**config.mk**
```make
export PLATFORM = sky130hd
export DESIGN_NAME = vec_loop_seq
export DESIGN_NICKNAME = d
export VERILOG_FILES = /design/src/rtl/vls_pkg.sv /design/src/rtl/vls_rst_sync.sv /design/src/rtl/vls_remap_unit.sv /design/src/rtl/vls_elem_ctrl.sv /design/src/rtl/vec_loop_seq.sv
export SDC_FILE = /design/constraint.sdc
export NUM_CORES = 1
export LEC_CHECK = 0
export BUFFER_PORTS_ARGS = -buffer_cell sky130_fd_sc_hd__buf_2
export CAP_MARGIN = 5
export CORE_MARGIN = 4
export CORE_UTILIZATION = 35
export DETAILED_ROUTE_END_ITERATION = 8
export PLACE_DENSITY_LB_ADDON = 0.08
export SKIP_CTS_REPAIR_TIMING = 1
export SLEW_MARGIN = 25
export SYNTH_ARGS = -nofsm -noshare
export SYNTH_HDL_FRONTEND = slang
export SYNTH_SLANG_ARGS = --single-unit
```
**constraint.sdc**
```tcl
create_clock -name clk -period 55.2 [get_ports clk]
set_input_delay 2.76 -clock clk [delete_from_list [all_inputs] [get_ports clk]]
set_output_delay 2.76 -clock clk [all_outputs]
set_load 0.05 [all_outputs]
```
**src/rtl/vls_pkg.sv**
```systemverilog
package vls_pkg;
  localparam int SHAPE_W = 7;
  localparam int SEL_W   = 3;
  localparam int N_OPS   = 3;

  typedef enum logic [1:0] {
    ST_IDLE = 2'd0,
    ST_RUN  = 2'd1,
    ST_DONE = 2'd2,
    ST_FLT  = 2'd3
  } seq_state_t;
endpackage

```
**src/rtl/vls_rst_sync.sv**
```systemverilog
module vls_rst_sync (
  input  logic clk,
  input  logic rst_n,
  output logic rst_n_sync
);
  logic meta_q;
  logic hold_q;

  always_ff @(posedge clk or negedge rst_n) begin
    if (!rst_n) begin
      meta_q <= 1'b0;
      hold_q <= 1'b0;
    end else begin
      meta_q <= 1'b1;
      hold_q <= meta_q;
    end
  end

  assign rst_n_sync = hold_q;
endmodule

```
**src/rtl/vls_remap_unit.sv**
```systemverilog
module vls_remap_unit #(
  parameter int ID_W    = 9,
  parameter int REG_W   = 7,
  parameter int NREGS   = 128,
  parameter int NSLOT   = 4
) (
  input  logic                                 is_vec,
  input  logic [vls_pkg::SEL_W-1:0]            sel,
  input  logic [REG_W-1:0]                     base,
  input  logic [ID_W-1:0]                      elem_id,
  input  logic [NSLOT*vls_pkg::SHAPE_W-1:0]    shape_cfg,
  output logic [REG_W-1:0]                     reg_num,
  output logic                                 overrun
);
  localparam int SUM_W  = ((ID_W > REG_W) ? ID_W : REG_W) + 1;
  localparam int SLOT_W = (NSLOT > 1) ? $clog2(NSLOT) : 1;

  logic [vls_pkg::SHAPE_W-1:0] cfg;
  logic [ID_W-1:0] xlen, ylen, tot, k, yk, xk, mapped, offs;
  logic [SUM_W-1:0] sum;
  logic [SLOT_W-1:0] slot;

  always_comb begin
    slot = sel[SLOT_W-1:0];
    cfg  = shape_cfg[slot*vls_pkg::SHAPE_W +: vls_pkg::SHAPE_W];
    xlen = ID_W'(cfg[2:0]) + ID_W'(1);
    ylen = ID_W'(cfg[5:3]) + ID_W'(1);
    tot  = ID_W'(xlen * ylen);
    k    = elem_id % tot;
    yk   = k % ylen;
    xk   = k / ylen;
    if (cfg[6]) mapped = ID_W'(xk + yk * xlen);
    else        mapped = k;
    if (!is_vec)      offs = '0;
    else if (!sel[2]) offs = elem_id;
    else              offs = mapped;
    sum     = SUM_W'(base) + SUM_W'(offs);
    overrun = (sum >= SUM_W'(NREGS));
    reg_num = sum[REG_W-1:0];
  end
endmodule

```
**src/rtl/vls_elem_ctrl.sv**
```systemverilog
module vls_elem_ctrl #(
  parameter int MAXVL = 64,
  parameter int CNT_W = 7,
  parameter int SUB_W = 2
) (
  input  logic             clk,
  input  logic             rst_n,
  input  logic             step_en,
  input  logic             start,
  input  logic             resume,
  input  logic [CNT_W-1:0] resume_idx,
  input  logic [CNT_W-1:0] vl,
  input  logic [SUB_W-1:0] sub_cnt_m1,
  input  logic [MAXVL-1:0] pred_mask,
  input  logic             dest_vec,
  input  logic             overrun,
  output logic [CNT_W-1:0] elem_q,
  output logic [SUB_W-1:0] sub_q,
  output logic             issue,
  output logic             done,
  output logic             fault
);
  import vls_pkg::*;
  localparam int PIDX_W = (MAXVL > 1) ? $clog2(MAXVL) : 1;

  seq_state_t       state_q, state_d;
  logic [CNT_W-1:0] elem_d;
  logic [SUB_W-1:0] sub_d;
  logic             load_en;
  logic             live, pbit;

  always_comb begin
    live = (elem_q < vl);
    pbit = 1'b0;
    if (elem_q < CNT_W'(MAXVL)) pbit = pred_mask[elem_q[PIDX_W-1:0]];
  end

  always_comb begin
    state_d = state_q;
    elem_d  = elem_q;
    sub_d   = sub_q;
    issue   = 1'b0;
    if (start) begin
      state_d = ST_RUN;
      elem_d  = '0;
      sub_d   = '0;
    end else if (resume) begin
      state_d = ST_RUN;
      elem_d  = resume_idx;
      sub_d   = '0;
    end else if (state_q == ST_RUN && step_en) begin
      if (!live) begin
        state_d = ST_DONE;
      end else if (!pbit) begin
        elem_d = elem_q + CNT_W'(1);
        sub_d  = '0;
      end else if (overrun) begin
        state_d = ST_FLT;
      end else begin
        issue = 1'b1;
        if (!dest_vec) begin
          state_d = ST_DONE;
        end else if (sub_q == sub_cnt_m1) begin
          elem_d = elem_q + CNT_W'(1);
          sub_d  = '0;
        end else begin
          sub_d = sub_q + SUB_W'(1);
        end
      end
    end
  end

  assign load_en = start | resume | (step_en & (state_q == ST_RUN));

  always_ff @(posedge clk or negedge rst_n) begin
    if (!rst_n) begin
      state_q <= ST_IDLE;
      elem_q  <= '0;
      sub_q   <= '0;
    end else if (load_en) begin
      state_q <= state_d;
      elem_q  <= elem_d;
      sub_q   <= sub_d;
    end
  end

  assign done  = (state_q == ST_DONE);
  assign fault = (state_q == ST_FLT);
endmodule

```
**src/rtl/vec_loop_seq.sv**
```systemverilog
module vec_loop_seq #(
  parameter int MAXVL = 64,
  parameter int REG_W = 7,
  parameter int NREGS = 128,
  parameter int SUB_W = 2,
  parameter int NSLOT = 4,
  parameter int CNT_W = $clog2(MAXVL + 1)
) (
  input  logic                               clk,
  input  logic                               rst_n,
  input  logic                               step_en,
  input  logic                               start,
  input  logic                               resume,
  input  logic [CNT_W-1:0]                   resume_idx,
  input  logic [CNT_W-1:0]                   vl,
  input  logic [SUB_W-1:0]                   sub_cnt_m1,
  input  logic [MAXVL-1:0]                   pred_mask,
  input  logic [2:0]                         vec_flags,
  input  logic [REG_W-1:0]                   base_rd,
  input  logic [REG_W-1:0]                   base_rs1,
  input  logic [REG_W-1:0]                   base_rs2,
  input  logic [2:0]                         sel_rd,
  input  logic [2:0]                         sel_rs1,
  input  logic [2:0]                         sel_rs2,
  input  logic [NSLOT*vls_pkg::SHAPE_W-1:0]  shape_cfg,
  output logic                               issue,
  output logic [REG_W-1:0]                   rd_num,
  output logic [REG_W-1:0]                   rs1_num,
  output logic [REG_W-1:0]                   rs2_num,
  output logic                               done,
  output logic [CNT_W-1:0]                   saved_idx,
  output logic                               fault
);
  import vls_pkg::*;
  localparam int ID_W = CNT_W + SUB_W;

  logic                  rst_n_sync;
  logic [CNT_W-1:0]      elem_q;
  logic [SUB_W-1:0]      sub_q;
  logic [ID_W-1:0]       flat_id;
  logic [REG_W-1:0]      base_a [N_OPS];
  logic [SEL_W-1:0]      sel_a  [N_OPS];
  logic [REG_W-1:0]      num_a  [N_OPS];
  logic [N_OPS-1:0]      ovr_a;
  logic                  any_ovr;

  vls_rst_sync u_rst (
    .clk        (clk),
    .rst_n      (rst_n),
    .rst_n_sync (rst_n_sync)
  );

  assign flat_id = ID_W'(elem_q * (ID_W'(sub_cnt_m1) + ID_W'(1))) + ID_W'(sub_q);

  assign base_a[0] = base_rd;
  assign base_a[1] = base_rs1;
  assign base_a[2] = base_rs2;
  assign sel_a[0]  = sel_rd;
  assign sel_a[1]  = sel_rs1;
  assign sel_a[2]  = sel_rs2;

  for (genvar g = 0; g < N_OPS; g++) begin : g_op
    vls_remap_unit #(
      .ID_W  (ID_W),
      .REG_W (REG_W),
      .NREGS (NREGS),
      .NSLOT (NSLOT)
    ) u_map (
      .is_vec    (vec_flags[g]),
      .sel       (sel_a[g]),
      .base      (base_a[g]),
      .elem_id   (flat_id),
      .shape_cfg (shape_cfg),
      .reg_num   (num_a[g]),
      .overrun   (ovr_a[g])
    );
  end

  assign any_ovr = |ovr_a;

  vls_elem_ctrl #(
    .MAXVL (MAXVL),
    .CNT_W (CNT_W),
    .SUB_W (SUB_W)
  ) u_ctrl (
    .clk        (clk),
    .rst_n      (rst_n_sync),
    .step_en    (step_en),
    .start      (start),
    .resume     (resume),
    .resume_idx (resume_idx),
    .vl         (vl),
    .sub_cnt_m1 (sub_cnt_m1),
    .pred_mask  (pred_mask),
    .dest_vec   (vec_flags[0]),
    .overrun    (any_ovr),
    .elem_q     (elem_q),
    .sub_q      (sub_q),
    .issue      (issue),
    .done       (done),
    .fault      (fault)
  );

  assign rd_num    = num_a[0];
  assign rs1_num   = num_a[1];
  assign rs2_num   = num_a[2];
  assign saved_idx = elem_q;
endmodule

```
==> impl_results.md <==
* Final Hold Viols at 0
* Layout area overhead at 7.99%
* RSZ-0062 raised after global routing: false
* Clk sinks at 13
* CTS tree: built
* Grt total ovfl at 0
* # DRC at 0
* Final slew viol count at 0
* CP required at ~52000 ps
* Setup Skew at ~1.5 ps
* IO buf count at approximately 180
* Post-route ant nets at 0
* Area share of the largest cell type after synthesis at 0.193
* Synth Warn # at 0
* GRT met3 Usage at 0.00860
* CP max FO at 15
* CP Launch Type: input pin
* First-pass GRT wire length at between 100000 and 150000 um
* Cell Rows at 94
* Vias at 24500
* Worst-Skew Late Latency at 240 ps
* Fin crit period at 49360 ps
* Clock root buffer: clkbuf_16
* Most frequent cell after synthesis: nor2_1
* Asr flop ratio synth at 1.00
* Number of fill cells at 6910
* Synth top cells by count: 371 x nor2_1, 358 x ha_1, 224 x inv_1
* Max incr delay on CP at approximately 840 ps
* Avg WL per Cell at 20.1 um
* R2R Setup Slk at roughly 12000 ps
* GRT met2 Usage at 0.378
* Worst-case headroom to the max-slew limit at 0.258
* Die Area at between 0.07 and 0.08 sq mm
* Initial DRC Count at approximately 1700
* Synth Register Bits at 13
* Gate Count Post-Synth at 3144
* Vias per cell at a little under 6
* Prevailing post-synth register cell: dfrtp_1
* Clock buffer count from CTS at 3
* Critical path origin: sel_rs1[0]
* Reg2reg start: u_ctrl.elem_q[1]
* Setup TNS at 0 ps
* Synthesized net count at 3726
* Setup crit end kind: output port
* Share of layout cells above drive strength 1 at 0.116
* Post-DP HPWL at about 70000 um
* Nets at approximately 3800
* Most used cell, CP: ha_1
* Cell taking the most area after synthesis: ha_1
* Tot GR Track Use at 0.223
* Tcrit/Tclk final at 0.894
* Antenna violations before repair at 2
* Syn Area/Cell at 7.38 sq um
* Largest net degree at the start of global routing at 26
* Met1 GRT Util at 0.320
* Reg area at 325 sq um
* Reg clk slew, reported paths at around 40 ps
* Height of the chip at between 200 and 300 um
* Arrival @ worst endpoint at 46600 ps
* Core Area at 0.0657 sq mm
* Placer Congestion at 0.910
* EDFF count, synth at 0
* Top Ports at between 150 and 200
* Die Width at 266 um
* Worst-margin pin slew at between 1000 and 1500 ps
* Final setup fails at 0
* Post-synthesis sequential area ratio at 0.0140
* Yosys cell types at 119
* Initial Util at 0.353
* Max-capacitance violation count at 0
* Hold Path Class: reg -> async
* H-tree level count at 1
* Gr busiest metal: met2
* Fmax at 0.0203 GHz
* CTS max path bufs at 2
* Number of global-route vias before repair at roughly 24000
* Area of the multi-input gates at 0.0216 sq mm
* Synth Cell Area at 0.0232 sq mm
* CP max-delay cell: nor3_1
* Synth top area cells: ha_1 19%, fa_1 6.7%, nor2_1 6.0%, a21oi_1 4.5%, mux4_2 4.4%
* Pre-Repair DR Iteration Count at 6
* Outcome: completed
* Routed wire length at roughly 83000 um
* Critical Setup Path Class: in -> out
[registers in the layout, indices dropped and copies added, names as in the netlist]
name              flops
u_ctrl.elem_q         7
u_rst.rst_n_sync      1
u_rst.meta_q          1
u_ctrl.state_q        2
u_ctrl.sub_q          2
[worst max-delay path: cells and delay by family]
kind                       cells  cell delay, ps
adders and majority gates     26            9330
and+or+nand+nor               48           11370
muxes                          8            2930
AOI/OAI and AO/OA             72           17450
buffers and inverters         11            1510
xor gates and xnor gates       3            1240
[area by class of cell]
| class | instances | share of cell area |
|---|---|---|
| inverter | 235 | 0.0352 |
| multi-input combinational | 2809 | 0.864 |
| antenna | 1 | 0.0000998 |
| timing repair buffer | 198 | 0.0417 |
| tap | 864 | 0.0431 |
| sequential | 13 | 0.0130 |
| clock buffer | 4 | 0.00314 |
[layout by cell type, fill, tap and decap left out, types with 29 or more instances in the layout]
cell type and instances:
o21a_1 99, a31oi_1 36, fa_1 78, buf_2 176
o31ai_1 29, inv_1 224, ha_1 358, mux4_2 45
nor2_1 371, o21ai_0 153, a21o_1 71, a21oi_1 208
mux2i_1 50, nor2b_1 39, xor2_1 55, or3_1 39
o211ai_1 51, or2_2 38, and2_1 39, nand2_1 202
nor3_1 116, nand4_1 34, a211oi_1 43, nand2b_1 60
nand3_1 66, xnor2_1 95
[per-layer routing]
layer  vias to the layer above  wire length (um)  share of wire
met5                         -                 0              0
met4                         0              1650          0.020
met3                        90              3360          0.041
met2                       667             38300           0.46
met1                     11800             39600           0.48
li1                      12000                 -              -
[stage by stage]
| step | hold WS [ps] | area (sq um) | worst slack (ps) | instances | util |
|---|---|---|---|---|---|
| 2_1_floorplan | 134 | 23200 | 11790 | 3144 | - |
| 3_3_place_gp | 208 | 25000 | 6460 | 4119 | 0.380 |
| 3_5_place_dp | 202 | 25000 | 6280 | 4119 | 0.380 |
| 4_1_cts | 209 | 25100 | 6110 | 4123 | 0.381 |
| 5_1_grt | 241 | 25100 | 2150 | 4123 | 0.381 |
| 6_report | 185 | 25100 | 5840 | 4124 | 0.381 |
[path summary, 6_finish.rpt]
check	endpoint	cells past startpoint
setup / recovery	issue	168
hold / removal	u_ctrl.state_q[0]	0
setup reg to reg	u_ctrl.elem_q[6]	165
hold reg to reg	u_ctrl.state_q[0]	0
max in group asynchronous	u_rst.meta_q	1
min in group clk	u_rst.rst_n_sync	0
[cells by family (layout without fill, tap and decap cells)]
kind of cell,Yosys count,count (layout),share of synthesized area
and+or+nand+nor,1113,1113,0.237
xor gates and xnor gates,155,155,0.0594
other,1,2,0.000162
muxes,122,122,0.0790
adders and majority gates,436,436,0.260
AOI/OAI and AO/OA,982,982,0.296
DFF,13,13,0.0140
buffers and inverters,322,437,0.0546
Power is not shown: default switching activity piles up to over one toggle a cycle in this logic, so the estimate is an artifact.
